`src/rtl/bsg_pkg.sv`:
```
`timescale 1ns/1ps
package bsg_pkg;

    typedef enum logic [2:0] {
        ST_OFF      = 3'd0,
        ST_SS_BLANK = 3'd1,
        ST_SS_ARMED = 3'd2,
        ST_RUN      = 3'd3,
        ST_FAULT    = 3'd4
    } seq_state_e;

    typedef struct packed {
        seq_state_e st;
        logic       drv;
    } seq_regs_t;

endpackage

```
`src/rtl/bsg_ramp.sv`:
```
`timescale 1ns/1ps
module bsg_ramp #(
    parameter int CODE_W = 10
) (
    input  logic              clk,
    input  logic              rst_n,
    input  logic              clr,
    input  logic              adv,
    output logic [CODE_W-1:0] count_q,
    output logic              at_top,
    output logic              at_mid_m1
);
    localparam logic [CODE_W-1:0] TOP    = {CODE_W{1'b1}};
    localparam logic [CODE_W-1:0] MID_M1 = {1'b0, {(CODE_W-1){1'b1}}};
    localparam logic [CODE_W-1:0] ONE    = {{(CODE_W-1){1'b0}}, 1'b1};

    logic [CODE_W-1:0] count_d;

    assign at_top    = (count_q == TOP);
    assign at_mid_m1 = (count_q == MID_M1);

    always_comb begin
        count_d = count_q;
        if (clr) begin
            count_d = '0;
        end else if (adv && !at_top) begin
            count_d = count_q + ONE;
        end
    end

    always_ff @(posedge clk or negedge rst_n) begin
        if (!rst_n) begin
            count_q <= '0;
        end else begin
            count_q <= count_d;
        end
    end
endmodule

```
`src/rtl/bsg_uv_filter.sv`:
```
`timescale 1ns/1ps
module bsg_uv_filter #(
    parameter int LEN = 8
) (
    input  logic clk,
    input  logic rst_n,
    input  logic clr,
    input  logic sample,
    input  logic hit,
    output logic trip
);
    localparam int CW = $clog2(LEN + 1);
    localparam logic [CW-1:0] LAST = CW'(LEN - 1);
    localparam logic [CW-1:0] ONE  = CW'(1);

    logic [CW-1:0] cnt_d, cnt_q;

    assign trip = sample && hit && (cnt_q == LAST);

    always_comb begin
        cnt_d = cnt_q;
        if (clr) begin
            cnt_d = '0;
        end else if (sample) begin
            if (!hit) begin
                cnt_d = '0;
            end else if (cnt_q != LAST) begin
                cnt_d = cnt_q + ONE;
            end
        end
    end

    always_ff @(posedge clk or negedge rst_n) begin
        if (!rst_n) begin
            cnt_q <= '0;
        end else begin
            cnt_q <= cnt_d;
        end
    end
endmodule

```
`src/rtl/buck_start_guard.sv`:
```
`timescale 1ns/1ps
module buck_start_guard
    import bsg_pkg::*;
#(
    parameter int CODE_W   = 10,
    parameter int FILT_LEN = 8
) (
    input  logic              clk,
    input  logic              rst_n,
    input  logic              cyc_tick,
    input  logic              vcc_low,
    input  logic              shdn_req,
    input  logic              fb_low,
    output logic [CODE_W-1:0] ref_code,
    output logic [CODE_W-1:0] uv_thr_code,
    output logic              drv_en,
    output logic [2:0]        seq_state
);
    seq_regs_t r_d, r_q;

    logic ramp_clr, ramp_adv, ramp_top, ramp_mid_m1;
    logic filt_clr, filt_sample, filt_trip;
    logic in_ramp, in_watch, stop;

    bsg_ramp #(.CODE_W(CODE_W)) u_ramp (
        .clk       (clk),
        .rst_n     (rst_n),
        .clr       (ramp_clr),
        .adv       (ramp_adv),
        .count_q   (ref_code),
        .at_top    (ramp_top),
        .at_mid_m1 (ramp_mid_m1)
    );

    bsg_uv_filter #(.LEN(FILT_LEN)) u_filt (
        .clk    (clk),
        .rst_n  (rst_n),
        .clr    (filt_clr),
        .sample (filt_sample),
        .hit    (fb_low),
        .trip   (filt_trip)
    );

    always_comb begin
        in_ramp     = (r_q.st == ST_SS_BLANK) || (r_q.st == ST_SS_ARMED);
        in_watch    = (r_q.st == ST_SS_ARMED) || (r_q.st == ST_RUN);
        stop        = vcc_low || ((r_q.st != ST_FAULT) && shdn_req);
        ramp_clr    = stop || (r_q.st == ST_OFF);
        filt_clr    = stop || !in_watch;
        filt_sample = cyc_tick && in_watch && !stop;
        ramp_adv    = cyc_tick && in_ramp && !stop && !filt_trip;

        r_d.st = r_q.st;
        if (vcc_low) begin
            r_d.st = ST_OFF;
        end else if (r_q.st == ST_FAULT) begin
            r_d.st = ST_FAULT;
        end else if (shdn_req) begin
            r_d.st = ST_OFF;
        end else if (r_q.st == ST_OFF) begin
            r_d.st = ST_SS_BLANK;
        end else if (filt_trip) begin
            r_d.st = ST_FAULT;
        end else if (ramp_adv && (r_q.st == ST_SS_BLANK) && ramp_mid_m1) begin
            r_d.st = ST_SS_ARMED;
        end else if (ramp_adv && (r_q.st == ST_SS_ARMED) && ramp_top) begin
            r_d.st = ST_RUN;
        end
        r_d.drv = (r_d.st == ST_SS_BLANK) || (r_d.st == ST_SS_ARMED) ||
                  (r_d.st == ST_RUN);
    end

    always_ff @(posedge clk or negedge rst_n) begin
        if (!rst_n) begin
            r_q <= '{st: ST_OFF, drv: 1'b0};
        end else begin
            r_q <= r_d;
        end
    end

    assign uv_thr_code = {1'b0, ref_code[CODE_W-1:1]};
    assign drv_en      = r_q.drv;
    assign seq_state   = r_q.st;
endmodule

```
`config.mk`:
```
export PLATFORM = sky130hd
export DESIGN_NAME = buck_start_guard
export DESIGN_NICKNAME = d
export VERILOG_FILES = /design/src/rtl/bsg_pkg.sv /design/src/rtl/bsg_ramp.sv /design/src/rtl/bsg_uv_filter.sv /design/src/rtl/buck_start_guard.sv
export SDC_FILE = /design/constraint.sdc
export NUM_CORES = 1
export LEC_CHECK = 0
export BUFFER_PORTS_ARGS = -buffer_cell sky130_fd_sc_hd__buf_2
export CAP_MARGIN = 30
export CORE_UTILIZATION = 35
export CTS_CLUSTER_DIAMETER = 100
export DETAILED_ROUTE_END_ITERATION = 8
export PLACE_DENSITY = 0.6
export REMOVE_ABC_BUFFERS = 1
export SYNTH_ARGS = -nofsm -noshare
export SYNTH_HDL_FRONTEND = slang
export SYNTH_SLANG_ARGS = --single-unit
```
`constraint.sdc`:
```
create_clock -name clk -period 2.4 [get_ports clk]
set_input_delay 0.36 -clock clk [delete_from_list [all_inputs] [get_ports clk]]
set_output_delay 0.36 -clock clk [all_outputs]
set_load 0.02 [all_outputs]
```
After elaboration in Yosys (flattened, before gate mapping)
Index checks and enable logic that the tools add are counted.
{"block": "classes", "add_sub_neg": 2, "n_mux": 13, "eq_ne": 13, "reduce_logical": 28}
{"operator": "two-way mux 3 bit", "n": 7}
{"operator": "two-way mux 10 bit", "n": 2}
{"operator": "two-way mux 4 bit", "n": 4}
{"operator": "logical AND 1 bit", "n": 13}
{"operator": "equality test 3 x 2 -> 1 bit (second input constant)", "n": 4}
{"operator": "adder 10 x 1 -> 10 bit (second input constant)", "n": 1}
{"operator": "equality test 10 bit (second input constant)", "n": 1}
{"operator": "equality test 10 x 9 -> 1 bit (second input constant)", "n": 1}
{"operator": "logical OR 1 bit", "n": 7}
{"operator": "equality test 3 x 1 -> 1 bit (second input constant)", "n": 2}
{"operator": "adder 4 x 1 -> 4 bit (second input constant)", "n": 1}
{"operator": "equality test 4 x 3 -> 1 bit (second input constant)", "n": 1}
{"operator": "logical NOT 1 bit", "n": 4}
{"operator": "inequality test 4 x 3 -> 1 bit (second input constant)", "n": 1}
{"operator": "nonzero test 2 bit", "n": 2}
{"operator": "equality test 3 bit (second input constant)", "n": 1}
{"operator": "logical NOT 3 bit", "n": 1}
{"operator": "inequality test 3 x 1 -> 1 bit (second input constant)", "n": 1}
{"operator": "inequality test 3 bit (second input constant)", "n": 1}
{"operator": "AND reduction 2 bit", "n": 1}
{"block": "word_totals", "wordCells": 60, "out_inout_bits": 24, "ff_bits": 18}

Longest topological paths before layout
Gate-level depths: netlist of the first run.
{"block": "logic_depth", "word_depth": 21, "depth_mapped": 6}

Hierarchy
A second synthesis of the first run with hierarchy kept.
{"block": "hier_totals", "hier_cells": 120, "area_unflattened_um2": 1129.8}
{"module": "bsg_ramp", "area_per_inst_um2": 551.8, "seq_area_each_um2": 250.2, "instances": 1, "cells_per_inst": 57}
{"module": "buck_start_guard", "area_per_inst_um2": 326.6, "seq_area_each_um2": 100.1, "instances": 1, "cells_per_inst": 37}
{"module": "bsg_uv_filter", "area_per_inst_um2": 251.5, "seq_area_each_um2": 100.1, "instances": 1, "cells_per_inst": 26}

Worst setup path before layout of the first run
No wires, ideal clock.
{"block": "synth_timing", "path_type": "flip-flop to flip-flop", "startpoint": "reg r_q, in the netlist seq_state[2]", "endpoint": "reg u_ramp.count_q[9]", "arrival_time_ns": 2.143, "stages_incl_launch_ff": 6, "slack_ns": 0.179, "setup_ns": 0.078, "path_buffers": 0, "cell_sequence": "dfrtp_1 -> or4b_4 -> a211oi_4 -> nand3_4 -> or4_1 -> a21oi_1"}
{"block": "synth_via", "elab_chain_cells": 11, "word_cells_on_any_way": 22}
{"item": "from (decl)", "line_no": "buck_start_guard.sv:19", "source": "seq_regs_t r_d, r_q;"}
{"item": "from (signal assigned)", "line_no": "buck_start_guard.sv:75", "source": "r_q <= '{st: ST_OFF, drv: 1'b0};"}
{"item": "from (signal assigned)", "line_no": "buck_start_guard.sv:77", "source": "r_q <= r_d;"}
{"item": "inequality test 3 bit", "line_no": "buck_start_guard.sv:47", "source": "stop = vcc_low || ((r_q.st != ST_FAULT) && shdn_req);"}
{"item": "logical AND 1 bit", "line_no": "buck_start_guard.sv:47"}
{"item": "logical OR 1 bit", "line_no": "buck_start_guard.sv:47"}
{"item": "logical NOT 1 bit", "line_no": "buck_start_guard.sv:50, buck_start_guard.sv:51"}
{"item": "logical AND 1 bit", "line_no": "buck_start_guard.sv:50", "source": "filt_sample = cyc_tick && in_watch && !stop;"}
{"item": "logical AND 1 bit (2 in series)", "line_no": "bsg_uv_filter.sv:18", "source": "assign trip = sample && hit && (cnt_q == LAST);"}
{"item": "logical NOT 1 bit", "line_no": "buck_start_guard.sv:51", "source": "ramp_adv = cyc_tick && in_ramp && !stop && !filt_trip;"}
{"item": "logical AND 1 bit", "line_no": "buck_start_guard.sv:51"}
{"item": "logical AND 1 bit", "line_no": "bsg_ramp.sv:26", "source": "end else if (adv && !at_top) begin"}
{"item": "nonzero test 2 bit (no source line)"}
{"item": "to (signal assigned)", "line_no": "bsg_ramp.sv:35", "source": "count_q <= count_d;"}
{"item": "to (decl)", "line_no": "bsg_ramp.sv:9", "source": "output logic [CODE_W-1:0] count_q,"}
Parallel ways exist; a longest one is shown, timed or not.
A chain may end at the register's enable or synchronous reset.

Worst setup path after layout of the first run
Ends and elaborated chain as after synthesis.

==> impl_metrics.toml, run 1 <==
[pwr]
ir_worst_vdd_mv = 0.330
p_sw_share_pct = 22.6
p_int_mw = 0.411
p_per_area_mw_per_mm2 = 421
pwr-share-comb_pct = 7.2
power_switching_mw = 0.120
p_clk_share_pct = 34.9
leakage_nw = 0.585
pwr-share-seq_pct = 57.9

[global_routing]
grt_pass1_wl_um = 3530
antenna_found_initial = 0
gr-usage-all-layers_pct = 13.5
grt_max_degree = 19
overflow = 0
grt_pass1_vias = 796

[floorplanning]
fp.dieH_um = 58.1
row_count = 19
ios = 30
core_mm2 = 0.00288
dieWidth_um = 58.1
start_util_pct = 38.2
die-area_mm2 = 0.00337

[setup_path]
rr_worst_depth = 5
cp-start-kind = "flip-flop"
crit_fanout = 7
cp_data_required_time_ns = 2.62
worstReg2RegStart = "seq_state[2]"
path_delay_family = "simple AND/OR/NAND/NOR gates"
reg2reg_setup_slack_ns = 0.26
r2r-end = "u_ramp.count_q[9]"
cp-startpoint = "seq_state[2]"
crit_slowest_cell = "or4b_4"
path_class = "reg -> reg"
crit_end = "u_ramp.count_q[9]"
end_kind = "flip-flop"
path_cells = "or4b_4 > a211oi_4 > nand3_4 > or4_1 > a21oi_1"
slowest_delay_ns = 0.58
critPathBufInv = 0
cp.arrival_ns = 2.37
critical_path_depth = 5

[drt]
wirelength_um = 2120
drt_pass1_iterations = 6
avgViaCountPerCell = 4.92
via_count = 891
wl_per_cell_um = 11.7
drtIter0Drc = 32
ant_nets = 0
drc = 2

[sta]
slew_viol_final = 0
fin_tns_setup_ns = 0
skew_ns = 0.000341
postLayoutSetupSlackWorst_ns = 0.258
whs_ns = 0.298
period_share_pct = 89.3
rsz0062_at_grt = "false"
hold_violations = 0
fmax_mhz = 467
min_period_ns = 2.14
setup-violations-final = 0

[yosys]
synth_fa_ha_area_share_pct = 2.28
synth.largest_area_cell = "dfrtp_1"
synth_top_area_share_pct = 41.0
ys.warnings.count = 0
postSynthCellCount = 116
synth_cell_types = 39
seq_area_frac_synth_pct = 41.0
synth_area_per_cell_um2 = 9.48
synthFlopType = "dfrtp_1"
synthMuxAreaShare_pct = 0
synthXorXnorAreaFrac_pct = 4.78
synth_compound_area_share_pct = 13.4
syn-cell-area_mm2 = 0.00110
ys_async_sr_fraction_pct = 100
synth_edf_count = 0
synth_seq_cells = 18
synthMostInstantiatedCell = "dfrtp_1"
synth_top_family_by_area = "simple AND/OR/NAND/NOR gates"
synth_area_leaders = "dfrtp_1 (41%), buf_4 (6.8%), a21oi_1 (4.6%)"
yosys.area_share.simple_pct = 28.4
synthTopCellsByCount = "dfrtp_1 (18), nor2_1 (13), a21oi_1 (10), buf_4 (10), nand2_1 (8)"

[worst_hold_path]
hp-class = "in -> reg"
min_from = "vcc_low"

[clocking]
clk_path_buf_depth = 2
cts_resized = 0
clock-root-buffer = "clkbuf_4"
clk_pin_slew_worst_paths_ns = 0.10
cts_tree = "done"
clock_latency_ns = 0.29
holdBufCountCts = 1
cts-buffers-inserted = 3
htree_num_levels = 1
post_cts_buffers = 0
cts.sinks = 18

[placed_design]
dp_cells = 176
hpwl_um = 1590
globalplace.congestion = 0.836
dp_slack_ns = 0.253
io_buffers = 28

[run_status]
status = "complete, but fails checks"
violations = "design-rule violations"

[final_layout]
syn_to_final_growth_pct = 14.7
antenna_cells = 0
layout-drive-gt1-share_pct = 32.4
final_cell_count_no_fill = 181
num-nets-final = 148
fillers = 283

[flow_run]
cap_violations = 0
[layout make-up]
cell class / instances / area (um^2) / share of cell area [%]
Clock buffer: 4 / 36.3 / 2.88
Timing Repair Buffer: 31 / 165 / 13.1
Inverter: 4 / 15.0 / 1.19
Sequential cell: 18 / 450 / 35.7
Multi-Input combinational cell: 82 / 542 / 43.0
Tap cell: 42 / 52.6 / 4.17
[worst register-to-register path, cell delays in order (launching register included)]
cell and delay (ns):
dfrtp_1 0.45, or4b_4 0.58, a211oi_4 0.27, nand3_4 0.14
or4_1 0.48, a21oi_1 0.15
[per-layer routing]
layer	up-vias	global-route usage, %	wire length [um]
met5	-	0	0
met4	0	6.12	32
met3	4	2.01	57
met2	17	18.9	923
met1	419	20.3	1100
li1	451	-	-
[cell usage in the layout, fill, tap and decap left out, drive strengths merged, types with 2 or more instances in the layout]
cell,n
clkbuf,4
nor2,13
inv,4
nor4,2
xor2,5
nand2b,2
o21ai,3
and3,3
dfrtp,18
nand3b,2
and4b,2
and2,2
buf,30
nand2,8
or3,3
ha,2
nand4,2
nand3,7
a21oi,10
[power groups by stage]
stage / logic [mW] / clock network [mW] / registers [mW]
2_1_floorplan: 0.0158 / 0 / 0.315
3_3_place_gp: 0.0373 / 0 / 0.313
3_5_place_dp: 0.0375 / 0 / 0.313
4_1_cts: 0.0390 / 0.189 / 0.307
5_1_grt: 0.0434 / 0.202 / 0.308
6_report: 0.0381 / 0.185 / 0.307
[metrics by stage]
step	utilization, %	total power, mW	cell area [um^2]
floorplan	-	0.331	1010
global placement	42.2	0.350	1210
detailed placement	42.2	0.351	1210
CTS	43.8	0.535	1260
global route	43.8	0.554	1260
finish	43.8	0.531	1260
[logic make-up after synthesis]
group / count (synthesis)
buf+inv: 16
simple gates: 52
flops: 18
other cells: 1
compound gates: 21
fa+ha+maj: 2
xor+xnor: 6
[state kept, by name (all words and copies together), names as in the netlist]
signal,cells
u_ramp.count_q,10
u_filt.cnt_q,4
seq_state,3
drv_en,1
[worst min path at each step]
stage	slack [ns]	endpoint	depth (start not counted)
6_report	0.30	seq_state[1]	2
5_1_grt	0.30	seq_state[1]	2
4_1_cts	0.29	seq_state[1]	2
3_5_place_dp	0.31	u_ramp.count_q[5]	1
3_3_place_gp	0.31	u_ramp.count_q[5]	1
2_1_floorplan	0.06	drv_en	0
Power figures use the tool's default switching activity.
==> inputs of run 2 (changes only) <==
--- a/config.mk
+++ b/config.mk
@@ -9,2 +9,3 @@
 export CAP_MARGIN = 30
+export CORE_MARGIN = 3
 export CORE_UTILIZATION = 35
@@ -14,2 +15,3 @@
 export REMOVE_ABC_BUFFERS = 1
+export SETUP_SLACK_MARGIN = 0.3
 export SYNTH_ARGS = -nofsm -noshare
==> constraint.sdc (replaced) <==
create_clock -name clk -period 2.4 [get_ports clk]
set_input_delay 0.48 -clock clk [delete_from_list [all_inputs] [get_ports clk]]
set_output_delay 0.48 -clock clk [all_outputs]
set_load 0.02 [all_outputs]
==> impl_metrics.toml, run 2 (synthesis results as in run 1) <==
[run_status]
status = "complete, no violations"

[global_routing]
grt_max_degree = 19
grt_pass1_wl_um = 3790
grt_pass1_vias = 823
antenna_found_initial = 0
gr-usage-all-layers_pct = 13.7
overflow = 0

[sta]
fin_tns_setup_ns = 0
period_share_pct = 84.8
whs_ns = 0.100
setup-violations-final = 0
skew_ns = 0.00101
min_period_ns = 2.04
rsz0062_at_grt = "true"
hold_violations = 0
slew_viol_final = 0
fmax_mhz = 491

[clocking]
cts_tree = "done"
cts-buffers-inserted = 3
clock-root-buffer = "clkbuf_4"
clk_path_buf_depth = 2
holdBufCountCts = 0
htree_num_levels = 1
clock_latency_ns = 0.29
cts.sinks = 18
clk_pin_slew_worst_paths_ns = 0.11

[floorplanning]
start_util_pct = 38.2
fp.dieH_um = 62.1
core_mm2 = 0.00288
dieWidth_um = 62.1
ios = 30
die-area_mm2 = 0.00385
row_count = 19

[final_layout]
antenna_cells = 0
num-nets-final = 152
final_common_cell = "buf_2"
post-route-util_pct = 44.9
layout_common_cells = "buf_2 (28), dfrtp_1 (18), nor2_1 (13)"
largest_register_ffs = 10
syn_to_final_growth_pct = 17.4
layout-drive-gt1-share_pct = 35.7
fillers = 276
largest-register = "u_ramp.count_q"
seqCellArea_um2 = 450
multi_input_area_um2 = 544
final_cell_count_no_fill = 185

[pwr]
ir_worst_vdd_mv = 0.211
leakage_nw = 0.602
total_power_mw = 0.536
p_per_area_mw_per_mm2 = 415

[drt]
avgViaCountPerCell = 5.09
drtIter0Drc = 58
via_count = 942
ant_nets = 0
wl_per_cell_um = 12.4
wirelength_um = 2300
drt_pass1_iterations = 4
drc = 0

[setup_path]
rr_worst_depth = 4
cp-start-kind = "flip-flop"
path_class = "reg -> reg"
cp.arrival_ns = 2.28
r2r-end = "drv_en"
reg2reg_setup_slack_ns = 0.36
end_kind = "flip-flop"
cp-startpoint = "seq_state[2]"
cp_data_required_time_ns = 2.64
worstReg2RegStart = "seq_state[2]"
crit_end = "drv_en"
crit_fanout = 2

[placed_design]
io_buffers = 28
dp_cells = 176
globalplace.congestion = 0.827
hpwl_um = 1690

[worst_hold_path]
hp-class = "in -> async"

[flow_run]
cap_violations = 0
run 2: changes by cell type in the layout (fill, tap and decap cells not counted):
cell	previous run	this run
ha_2	0	1
ha_1	2	1
dlygate4sd3_1	1	0
buf_4	2	7
run 2: layout make-up:
| cell class | count | share of cell area [%] |
|---|---|---|
| Timing Repair Buffer | 35 | 14.9 |
| Sequential cell | 18 | 34.9 |
| Tap cell | 42 | 4.07 |
| Multi-Input combinational cell | 82 | 42.2 |
| Inverter | 4 | 1.16 |
| Clock buffer | 4 | 2.81 |
run 2: power breakdown:
part           switching, mW  total (mW)  internal, mW
Combinational         0.0255      0.0380        0.0126
Sequential           0.00218       0.307         0.305
Clock                 0.0978       0.190        0.0925
Total                  0.126       0.536         0.410
run 2: critical path, stage by stage, from the launching register on:
cell and delay (ns):
dfrtp_1 0.40, or4b_4 0.56, o41a_2 0.44, nor4_1 0.37
o22a_1 0.21
run 2: layer usage:
metal	vias up	share of wire, %	GRT usage, %
met5	-	0	0
met4	0	3.1	9.70
met3	7	3.7	1.86
met2	26	43	18.8
met1	449	51	19.5
li1	460	-	-
run 2: through the flow:
step | worst slack [ns] | cell area, um^2
after floorplan | 0.165 | 1010
after global placement | 0.161 | 1210
after detailed placement | 0.0869 | 1210
after CTS | 0.300 | 1270
after global routing | 0.274 | 1290
final | 0.364 | 1290
run 2: timing repair:
action	4_1_cts	5_1_grt
pin swaps	3	3
gates resized for setup	0	1
buffers inserted	3	2
setup endpoints to repair	4	5
run 2: how the worst min path moves through the flow:
stage          startpoint                end  slack, ns  cells past startpoint
2_1_floorplan       rst_n             drv_en       0.18                      0
3_5_place_dp        rst_n  u_ramp.count_q[4]       0.44                      1
5_1_grt             rst_n  u_ramp.count_q[7]       0.11                      1
3_3_place_gp        rst_n  u_ramp.count_q[6]       0.44                      1
4_1_cts             rst_n  u_ramp.count_q[6]       0.10                      1
6_report            rst_n  u_ramp.count_q[6]       0.10                      1
==> inputs of run 3 (changes only) <==
Settings changed: ABC_AREA set to 1, PLACE_DENSITY 0.6 to 0.62.
Clock period 2.4 ns to 1.8 ns, I/O delays scaled along.
==> impl_metrics.toml, run 3 <==
[global_routing]
overflow = 0
grt_max_degree = 19
antenna_found_initial = 0
gr-usage-all-layers_pct = 14.0
grt_pass1_wl_um = 4490
grt_pass1_vias = 1057

[final_layout]
syn_to_final_growth_pct = 34.5
post-route-util_pct = 50.0
largest-register = "u_ramp.count_q"
fillers = 306
largest_register_ffs = 10
antenna_cells = 0
num-nets-final = 200
final_common_cell = "buf_2"
layout_common_cells = "buf_2 (28), nand2_1 (22), inv_1 (21)"
layout-drive-gt1-share_pct = 43.5

[sta]
setup-violations-final = 0
hold_violations = 0
skew_ns = 0.00898
postLayoutSetupSlackWorst_ns = 0.150
slew_viol_final = 0
fmax_mhz = 606
rsz0062_at_grt = "true"
period_share_pct = 91.7
min_period_ns = 1.65

[yosys]
postSynthCellCount = 147
ys.warnings.count = 0
synth_cell_types = 26
synth_fa_ha_area_share_pct = 2.17
synthFlopType = "dfrtp_1"
synth_top_area_share_pct = 39.0
synth.largest_area_cell = "dfrtp_1"
seq_area_frac_synth_pct = 39.0
synth_edf_count = 0
synthMostInstantiatedCell = "nand2_1"
synthXorXnorAreaFrac_pct = 1.52
synth_area_leaders = "dfrtp_1 (39%), nand2_1 (8.1%), inv_1 (7.2%)"
synth_top_family_by_area = "simple AND/OR/NAND/NOR gates"
synth_area_per_cell_um2 = 7.85
ys_async_sr_fraction_pct = 100
syn-cell-area_mm2 = 0.00115
synthMuxAreaShare_pct = 0
synthTopCellsByCount = "nand2_1 (25), inv_1 (22), dfrtp_1 (18), nor2_1 (14), nand3_1 (11)"
yosys.area_share.simple_pct = 33.9
synth_seq_cells = 18
synth_compound_area_share_pct = 9.00

[clocking]
clock_latency_ns = 0.31
cts.sinks = 18
htree_num_levels = 1
clk_pin_slew_worst_paths_ns = 0.11
cts-buffers-inserted = 3
clk_path_buf_depth = 2
cts_tree = "done"
clock-root-buffer = "clkbuf_4"

[worst_hold_path]
hp-class = "in -> reg"

[drt]
wl_per_cell_um = 11.6
ant_nets = 0
wirelength_um = 2720
drt_pass1_iterations = 4
avgViaCountPerCell = 4.66
drc = 0
via_count = 1095
drtIter0Drc = 51

[setup_path]
cp_data_required_time_ns = 2.04
crit_slowest_cell = "dfrtp_1"
slowest_delay_ns = 0.41
cp.arrival_ns = 1.89
path_class = "reg -> reg"
crit_fanout = 5
path_cells = "ha_2 > nand2_2 > nand3b_1 > nor2_4 > nor2_4 > buf_6 > nand2_2 > nand2_1 > nand2_1 > nand2_1 > nand2_2 > a21oi_2"
cp-start-kind = "flip-flop"
end_kind = "flip-flop"
path_delay_family = "simple AND/OR/NAND/NOR gates"
critPathBufInv = 1

[floorplanning]
start_util_pct = 37.2
core_mm2 = 0.00310
die-area_mm2 = 0.00402
ios = 30
dieWidth_um = 63.4
fp.dieH_um = 63.4
row_count = 20

[placed_design]
hpwl_um = 1810
dp_slack_ns = 0.0691
globalplace.congestion = 0.793
io_buffers = 28

[pwr]
p_per_area_mw_per_mm2 = 474
leakage_nw = 0.777
total_power_mw = 0.736
ir_worst_vdd_mv = 0.335

[run_status]
status = "complete, no violations"

[flow_run]
cap_violations = 0
run 3: stage by stage:
stage	hold slack [ns]	TNS, ns	instance area (um^2)	instances
2_1_floorplan	0.0644	-0.00670	1080	137
3_3_place_gp	0.308	0	1300	212
3_5_place_dp	0.324	0	1300	212
4_1_cts	0.448	0	1490	232
5_1_grt	0.487	0	1550	235
6_report	0.460	0	1550	235
run 3: area by class of cell:
| cell class | count | area (um^2) | area share, % |
|---|---|---|---|
| Timing Repair Buffer | 49 | 308 | 19.8 |
| Multi-Input combinational cell | 97 | 613 | 39.5 |
| Tap cell | 44 | 55.1 | 3.55 |
| Inverter | 23 | 86.3 | 5.56 |
| Sequential cell | 18 | 453 | 29.2 |
| Clock buffer | 4 | 36.3 | 2.34 |
run 3: cell families after synthesis:
family          after synthesis
simple gates                 71
buf+inv                      33
compound gates               20
flops                        18
xor+xnor                      2
fa+ha+maj                     2
other cells                   1
run 3: timing repair:
item	4_1_cts	5_1_grt
setup buffers	14	3
gates resized for setup	9	14
pin swaps	13	12
hold buffers	1	0
endpoints found under the hold margin	18	0
endpoints found under the setup margin	12	17
cloned	1	0
run 3: worst reg2reg max path, stage by stage, from the launching register on:
cell,delay [ns]
dfrtp_1,0.41
ha_2,0.20
nand2_2,0.07
nand3b_1,0.14
nor2_4,0.06
nor2_4,0.19
buf_6,0.12
nand2_2,0.03
nand2_1,0.05
nand2_1,0.06
nand2_1,0.08
nand2_2,0.06
a21oi_2,0.14
run 3: layer usage:
layer  wire, um  GRT usage [%]
met5          0              0
met4         44           5.93
met3        134           3.39
met2       1440           24.6
met1       1100           16.1
run 3: path summary, 6_finish.rpt:
kind	from	endpoint	slack, ns	depth (start not counted)
setup / recovery	u_filt.cnt_q[0]	drv_en	0.15	12
hold / removal	fb_low	u_filt.cnt_q[1]	0.46	5
max in group asynchronous	rst_n	seq_state[1]	0.98	2
min in group asynchronous	rst_n	u_ramp.count_q[2]	0.50	2
hold reg to reg	u_filt.cnt_q[3]	u_filt.cnt_q[3]	0.56	2
setup reg to reg	u_filt.cnt_q[0]	drv_en	0.15	12
run 3: where the power goes:
| group | switching (mW) | leakage (nW) | total, mW | internal [mW] |
|---|---|---|---|---|
| clock network | 0.137 | 0.0210 | 0.261 | 0.124 |
| registers | 0.00273 | 0.246 | 0.409 | 0.407 |
| logic | 0.0421 | 0.510 | 0.0654 | 0.0233 |
| total | 0.182 | 0.777 | 0.736 | 0.554 |
